## config.mk

```make
export PLATFORM = sky130hd
export DESIGN_NAME = strided_conv3x3
export DESIGN_NICKNAME = d
export VERILOG_FILES = /design/src/rtl/sconv_pkg.sv /design/src/rtl/phase_ctrl.sv /design/src/rtl/line_store.sv /design/src/rtl/window_mac.sv /design/src/rtl/strided_conv3x3.sv
export SDC_FILE = /design/constraint.sdc
export NUM_CORES = 2
export LEC_CHECK = 0
export ABC_CLOCK_PERIOD_IN_PS = 13400
export BUFFER_PORTS_ARGS = -buffer_cell sky130_fd_sc_hd__buf_2
export CORE_ASPECT_RATIO = 1.4
export CORE_UTILIZATION = 25
export CTS_CLUSTER_SIZE = 8
export DETAILED_ROUTE_END_ITERATION = 8
export GPL_ROUTABILITY_DRIVEN = 0
export PLACE_DENSITY = 0.45
export REMOVE_ABC_BUFFERS = 1
export SYNTH_ARGS = -nofsm -noshare
export SYNTH_HDL_FRONTEND = slang
export SYNTH_SLANG_ARGS = --single-unit
export TNS_END_PERCENT = 1
```

## constraint.sdc

```tcl
create_clock -name clk -period 13.4 [get_ports clk]
set_input_delay 1.34 -clock clk [delete_from_list [all_inputs] [get_ports clk]]
set_output_delay 1.34 -clock clk [all_outputs]
set_load 0.05 [all_outputs]
```

## src/rtl/sconv_pkg.sv

```systemverilog
// Shared widths, types and stride decoding for the strided convolution engine.
// Assumes a fixed 3x3 kernel; only power-of-two strides up to 4 are encoded.
package sconv_pkg;
    localparam int PIX_W = 8;
    localparam int WGT_W = 8;
    localparam int ACC_W = 20;
    localparam int KSZ   = 3;
    localparam int TAPS  = KSZ * KSZ;
    localparam int PRD_W = PIX_W + WGT_W;

    typedef logic signed [PIX_W-1:0] pix_t;
    typedef logic signed [WGT_W-1:0] wgt_t;
    typedef logic signed [ACC_W-1:0] acc_t;

    // Map the stride code to a shift amount (log2 of the stride).
    function automatic logic [1:0] stride_shift(input logic [1:0] code);
        case (code)
            2'd1:    return 2'd1;
            2'd2:    return 2'd2;
            default: return 2'd0;
        endcase
    endfunction

    // True when (v - 2) is a multiple of the stride, decided from the low two bits.
    function automatic logic phase_hit(input logic [1:0] sh, input logic [1:0] low);
        case (sh)
            2'd1:    return !low[0];
            2'd2:    return low == 2'b10;
            default: return 1'b1;
        endcase
    endfunction
endpackage

```

## src/rtl/phase_ctrl.sv

```systemverilog
// Position counters and phase decoding. Produces the line-store and window
// enables, the emit strobe and the frame-end flag.
// Assumes img_w/img_h in 3..MAX and a configuration held stable within a frame.
module phase_ctrl
    import sconv_pkg::*;
#(
    parameter int MAX_W = 64,
    parameter int MAX_H = 64
) (
    input  logic                       clk,
    input  logic                       rst_n,
    input  logic                       in_valid,
    input  logic [$clog2(MAX_W+1)-1:0] img_w,
    input  logic [$clog2(MAX_H+1)-1:0] img_h,
    input  logic [1:0]                 stride_code,
    output logic [$clog2(MAX_W)-1:0]   col,
    output logic                       lb_sel,
    output logic                       lb_we,
    output logic                       win_en,
    output logic                       emit,
    output logic                       emit_last
);
    localparam int CW = $clog2(MAX_W);
    localparam int RW = $clog2(MAX_H);
    localparam int DW = $clog2(MAX_W+1);
    localparam int HW = $clog2(MAX_H+1);

    logic [RW-1:0] row;
    logic [DW-1:0] col_ext;
    logic [HW-1:0] row_ext;
    logic [1:0]    sh;
    logic          col_end, row_end;
    logic          store_row, col_used, out_row, out_col;
    logic [DW-1:0] last_c;
    logic [HW-1:0] last_r;

    // Decode the current position against the stride grid.
    always_comb begin
        sh        = stride_shift(stride_code);
        col_ext   = DW'(col);
        row_ext   = HW'(row);
        col_end   = col_ext == img_w - DW'(1);
        row_end   = row_ext == img_h - HW'(1);
        store_row = (sh == 2'd2) ? !row[1] : 1'b1;
        col_used  = (sh == 2'd2) ? (col[1:0] != 2'b11) : 1'b1;
        out_row   = (row_ext >= HW'(KSZ-1)) && phase_hit(sh, row[1:0]);
        out_col   = (col_ext >= DW'(KSZ-1)) && phase_hit(sh, col[1:0]);
        last_c    = (((img_w - DW'(KSZ)) >> sh) << sh) + DW'(KSZ-1);
        last_r    = (((img_h - HW'(KSZ)) >> sh) << sh) + HW'(KSZ-1);
        lb_sel    = row[0];
        lb_we     = in_valid && store_row && col_used;
        win_en    = in_valid && out_row && col_used;
        emit      = win_en && out_col;
        emit_last = emit && (col_ext == last_c) && (row_ext == last_r);
    end

    // Advance the raster position on each accepted pixel, wrapping at frame end.
    always_ff @(posedge clk) begin
        if (!rst_n) begin
            col <= '0;
            row <= '0;
        end else if (in_valid) begin
            if (col_end) begin
                col <= '0;
                row <= row_end ? '0 : row + RW'(1);
            end else begin
                col <= col + CW'(1);
            end
        end
    end

    assert_hold_idle_R8: assert property (@(posedge clk) disable iff (!rst_n)
        !in_valid |=> $stable(col) && $stable(row));
    assert_frame_wrap_R8: assert property (@(posedge clk) disable iff (!rst_n)
        (in_valid && col_end && row_end) |=> (col == '0) && (row == '0));
    assert_in_bounds_R2: assert property (@(posedge clk) disable iff (!rst_n)
        (col_ext < img_w) && (row_ext < img_h));
endmodule

```

## src/rtl/line_store.sv

```systemverilog
// Two row stores indexed by column. A write goes to the store picked by
// lb_sel; reads return the older row (same parity) and the newer row.
// Data is not reset: no entry is read before the frame has written it.
module line_store
    import sconv_pkg::*;
#(
    parameter int MAX_W = 64
) (
    input  logic                     clk,
    input  logic                     we,
    input  logic                     sel,
    input  logic [$clog2(MAX_W)-1:0] addr,
    input  pix_t                     din,
    output pix_t                     top,
    output pix_t                     mid
);
    localparam int CW = $clog2(MAX_W);

    pix_t even_row [MAX_W];
    pix_t odd_row  [MAX_W];

    for (genvar i = 0; i < MAX_W; i++) begin : g_entry
        // Write one entry of the even-parity store when addressed.
        always_ff @(posedge clk) begin
            if (we && !sel && addr == CW'(i)) even_row[i] <= din;
        end
        // Write one entry of the odd-parity store when addressed.
        always_ff @(posedge clk) begin
            if (we && sel && addr == CW'(i)) odd_row[i] <= din;
        end
    end

    // Older row shares parity with the current row; newer row is the other store.
    always_comb begin
        top = sel ? odd_row[addr]  : even_row[addr];
        mid = sel ? even_row[addr] : odd_row[addr];
    end
endmodule

```

## src/rtl/window_mac.sv

```systemverilog
// Nine-register window with column shift under enable, and a dot product
// with the weights taken over the post-shift window; result registered.
// Assumes emit is only raised together with win_en.
module window_mac
    import sconv_pkg::*;
(
    input  logic                   clk,
    input  logic                   rst_n,
    input  logic                   win_en,
    input  logic                   emit,
    input  logic                   emit_last,
    input  pix_t                   top,
    input  pix_t                   mid,
    input  pix_t                   pix,
    input  logic [TAPS*WGT_W-1:0]  weights,
    output logic                   out_valid,
    output acc_t                   out_data,
    output logic                   out_last
);
    pix_t win [KSZ][KSZ];
    pix_t nxt [KSZ][KSZ];
    wgt_t wt  [TAPS];
    acc_t sum;

    // Slice the packed weight bus into signed taps.
    always_comb begin
        for (int k = 0; k < TAPS; k++) wt[k] = $signed(weights[k*WGT_W +: WGT_W]);
    end

    // Post-shift window: older columns move left, the new column enters on the right.
    always_comb begin
        for (int r = 0; r < KSZ; r++) begin
            for (int c = 0; c < KSZ-1; c++) nxt[r][c] = win[r][c+1];
        end
        nxt[0][KSZ-1] = top;
        nxt[1][KSZ-1] = mid;
        nxt[2][KSZ-1] = pix;
    end

    // Dot product of the post-shift window with the weights.
    always_comb begin
        logic signed [PRD_W-1:0] prod;
        sum = '0;
        for (int r = 0; r < KSZ; r++) begin
            for (int c = 0; c < KSZ; c++) begin
                prod = PRD_W'(nxt[r][c]) * PRD_W'(wt[r*KSZ+c]);
                sum  = sum + ACC_W'(prod);
            end
        end
    end

    // Window registers change only when their enable is raised.
    always_ff @(posedge clk) begin
        if (!rst_n) begin
            for (int r = 0; r < KSZ; r++)
                for (int c = 0; c < KSZ; c++) win[r][c] <= '0;
        end else if (win_en) begin
            win <= nxt;
        end
    end

    // Register the result stream.
    always_ff @(posedge clk) begin
        if (!rst_n) begin
            out_valid <= 1'b0;
            out_last  <= 1'b0;
            out_data  <= '0;
        end else begin
            out_valid <= emit;
            out_last  <= emit_last;
            if (emit) out_data <= sum;
        end
    end

    assert_last_with_valid_R7: assert property (@(posedge clk) disable iff (!rst_n)
        out_last |-> out_valid);
    assert_emit_needs_update_R6: assert property (@(posedge clk) disable iff (!rst_n)
        emit |-> win_en);
    assert_valid_after_update_R6: assert property (@(posedge clk) disable iff (!rst_n)
        out_valid |-> $past(win_en));
endmodule

```

## src/rtl/strided_conv3x3.sv

```systemverilog
// Top level: streaming 3x3 convolution with run-time stride 1/2/4.
// Assumes the configuration inputs change only between frames.
module strided_conv3x3
    import sconv_pkg::*;
#(
    parameter int MAX_W = 64,
    parameter int MAX_H = 64
) (
    input  logic                       clk,
    input  logic                       rst_n,
    input  logic                       in_valid,
    input  logic signed [7:0]          in_pixel,
    input  logic [$clog2(MAX_W+1)-1:0] img_w,
    input  logic [$clog2(MAX_H+1)-1:0] img_h,
    input  logic [1:0]                 stride_code,
    input  logic [71:0]                weights,
    output logic                       out_valid,
    output logic signed [19:0]         out_data,
    output logic                       out_last
);
    localparam int CW = $clog2(MAX_W);

    logic [CW-1:0] col;
    logic          lb_sel, lb_we, win_en, emit, emit_last;
    pix_t          top, mid;

    phase_ctrl #(.MAX_W(MAX_W), .MAX_H(MAX_H)) u_ctrl (
        .clk(clk), .rst_n(rst_n), .in_valid(in_valid),
        .img_w(img_w), .img_h(img_h), .stride_code(stride_code),
        .col(col), .lb_sel(lb_sel), .lb_we(lb_we), .win_en(win_en),
        .emit(emit), .emit_last(emit_last)
    );

    line_store #(.MAX_W(MAX_W)) u_lines (
        .clk(clk), .we(lb_we), .sel(lb_sel), .addr(col),
        .din(in_pixel), .top(top), .mid(mid)
    );

    window_mac u_mac (
        .clk(clk), .rst_n(rst_n), .win_en(win_en), .emit(emit),
        .emit_last(emit_last), .top(top), .mid(mid), .pix(in_pixel),
        .weights(weights), .out_valid(out_valid), .out_data(out_data),
        .out_last(out_last)
    );

    assert_out_follows_pixel_R6: assert property (@(posedge clk) disable iff (!rst_n)
        out_valid |-> $past(in_valid));
endmodule

```

==> results.json <==
{
  "status": "complete, but fails checks",
  "violations": "setup timing",
  "cts_made_buffers": 169,
  "synth-xor-area-share": 0.01197,
  "core_area_mm2": 0.2779,
  "final_common_cell": "edfxtp_1",
  "vias": 40490,
  "clockRootBuffer": "clkbuf_16",
  "start_kind": "flip-flop",
  "synthMuxAreaShare": 0.09564,
  "fmax_mhz": 73.54,
  "cts_tree": "done",
  "hpwl_um": 161400,
  "final_cell_mix": "1024 x edfxtp_1, 847 x inv_1, 764 x fa_1, 400 x nand2_1, 333 x buf_4",
  "period_minus_slack_ps": 13600,
  "synthCells": 4946,
  "cpMaxStageDelayCell": "fa_2",
  "synth-simple-area-share": 0.07597,
  "ys_seq_elements": 1112,
  "async_flop_share": 0,
  "areaGrowthSynthToFinish_pct": 18.64,
  "drt_iter0_drc": 2322,
  "yosysSeqAreaShare": 0.4656,
  "clk_latency_ps": 790,
  "final_util": 0.2981,
  "drive_gt1_frac": 0.2016,
  "die_width_um": 448.7,
  "crit_type": "flip-flop to flip-flop",
  "fin_ws_ps": -198.4,
  "row_count": 229,
  "grt_max_degree": 85,
  "cp-end-kind": "flip-flop",
  "clock-sinks": 1112,
  "ant_nets": 0,
  "synth_area_mm2": 0.06983,
  "die_area_mm2": 0.2815,
  "synth_edf_count": 1024,
  "track_usage": 0.1516,
  "drt-total-wl_um": 212300,
  "critical_path.max_fanout": 11,
  "path_common_cell": "fa_1",
  "cts_buffer_depth": 4,
  "start_util": 0.2513,
  "grt_overflow": 0,
  "io_pins": 121,
  "slowest_delay_ps": 590,
  "crit_required_ps": 14090,
  "timing.final.hold_violations": 0,
  "drv_slew": 0,
  "fin_nets": 6516,
  "period_share": 1.015,
  "maxCapViolCount": 0,
  "synth_flop_cell": "edfxtp_1",
  "setup_viol": 5,
  "placed_cells": 8916,
  "first_global_vias": 45450,
  "port_buffers": 120,
  "rsz0062_at_grt": "true",
  "ys_warn_count": 0,
  "die_h_um": 627.3,
  "worst_pin_slew_ps": 1272,
  "routedWlPerCell_um": 23.12,
  "viasPerCell": 4.409,
  "final_cells": 9185,
  "antenna_found_initial": 13,
  "route.detailed.drc": 0,
  "synth_fa_ha_area_frac": 0.2606,
  "hp-class": "flip-flop to flip-flop",
  "synth-compound-area-share": 0.03067,
  "final.setup_skew_ps": 77.48,
  "synth_top_family_by_area": "adder cells",
  "ys_types": 73,
  "maxSlewHeadroom": 0.1491,
  "clk_pin_slew_worst_paths_ps": 60,
  "worstPathArrival_ps": 14290,
  "grt_pass1_wl_um": 311600,
  "h-tree-depth": 4,
  "avgSynthCellArea_um2": 14.12,
  "first_pass_iters": 7
}
==> worst paths after layout <==
check                         start                 end  slack (ps)  cells after the start
hold / removal    u_mac.out_data[9]   u_mac.out_data[9]         450                      2
hold reg to reg   u_mac.out_data[9]   u_mac.out_data[9]         450                      2
setup reg to reg          flip-flop  u_mac.out_data[19]        -200                     49
setup / recovery          flip-flop  u_mac.out_data[19]        -200                     49
==> what timing repair did <==
action	CTS	global route
cloned	5	0
hold buffers	0	0
pin swaps	56	42
setup buffers	22	8
resized for setup	116	36
endpoints found under the setup margin	11	12
==> cells in the mapped netlist (7+ instances only) <==
cell type / n / share of area
nor4_1: 9 / 0.00081
buf_1: 8 / 0.00043
a21oi_1: 88 / 0.0063
buf_6: 18 / 0.0029
and3_1: 28 / 0.0025
nand4_1: 10 / 0.00090
a211oi_2: 7 / 0.0013
clkbuf_1: 114 / 0.0061
xor2_1: 22 / 0.0028
a21o_1: 7 / 0.00075
mux2_2: 10 / 0.0016
ha_1: 221 / 0.040
nor2_1: 168 / 0.0090
o21ai_0: 24 / 0.0017
or3_1: 14 / 0.0013
nand2_1: 408 / 0.022
a22oi_1: 40 / 0.0043
xnor2_1: 58 / 0.0073
fa_1: 771 / 0.22
buf_2: 29 / 0.0021
nand3_1: 37 / 0.0027
mux4_2: 276 / 0.089
o22ai_1: 44 / 0.0039
nor3_1: 21 / 0.0015
o2bb2ai_1: 8 / 0.0010
a211o_1: 7 / 0.00088
edfxtp_1: 1024 / 0.44
a211oi_1: 14 / 0.0015
nand3b_1: 12 / 0.0013
o31ai_1: 10 / 0.0011
mux2i_1: 35 / 0.0050
inv_1: 850 / 0.046
buf_4: 15 / 0.0016
nand2b_1: 47 / 0.0042
a31oi_1: 8 / 0.00072
nor2b_1: 28 / 0.0025
and2_1: 272 / 0.024
a31o_2: 7 / 0.00088
or4_1: 8 / 0.00086
dfxtp_1: 88 / 0.025
==> per-layer routing <==
metal	wire length, um	GRT usage	up-vias	share of wire
met5	13	0	-	0.000061
met4	8742	0.05909	2	0.041
met3	6921	0.01634	333	0.033
met2	119400	0.2972	833	0.56
met1	77270	0.1642	21580	0.36
li1	-	-	17750	-
==> per-stage QoR <==
stage | hold slack, ps | setup slack [ps] | area (um2) | TNS, ps
2_1_floorplan | 487.9 | -10560 | 68870 | -163580
3_3_place_gp | 441.5 | -1048 | 77140 | -6187
3_5_place_dp | 445.8 | -1117 | 77140 | -6995
4_1_cts | 452.1 | -205.0 | 82570 | -959.0
5_1_grt | 469.1 | -623.8 | 82840 | -4907
6_report | 448.9 | -198.4 | 82850 | -794.5
==> area by class of cell <==
| cell class | count | area, um2 |
|---|---|---|
| multi-input combinational | 2795 | 33870 |
| inverter | 851 | 3194 |
| fill | 28060 | 195100 |
| timing repair buffer | 496 | 4093 |
| antenna | 3 | 7.507 |
| tap | 3696 | 4624 |
| clock inverter | 13 | 105.1 |
| sequential | 1112 | 32520 |
| clock buffer | 219 | 4427 |
==> logic make-up (layout without fill, tap and decap cells) <==
logic type                 after synthesis  in the layout
adders and majority gates              992            992
buffers and inverters                 1039           1579
other                                    0              3
muxes                                  321            321
DFF                                   1112           1112
and+or+nand+nor                       1081           1081
AOI/OAI and AO/OA                      315            315
xor gates and xnor gates                86             86
==> critical path, delay by kind of cell (launching register included) <==
kind                     cells  cell delay (ps)
buffers and inverters       17             1670
flip-flops                   1              350
multiplexers                 2              700
XOR/XNOR                     1              100
AO/OA/AOI/OAI                9             1850
adder cells (fa/ha/maj)     17             8010
AND/OR/NAND/NOR              3              810
==> sequential cells by signal, indices dropped and copies added, names as in the netlist, named ones only <==
register / flops
u_ctrl.col: 6
u_mac.out_valid: 1
u_lines.odd_row: 512
u_mac.out_last: 1
u_mac.nxt: 48
u_mac.out_data: 20
u_ctrl.row: 6
u_lines.even_row: 512
Power is not shown: default switching activity piles up to over one toggle a cycle in this logic, so the estimate is an artifact.
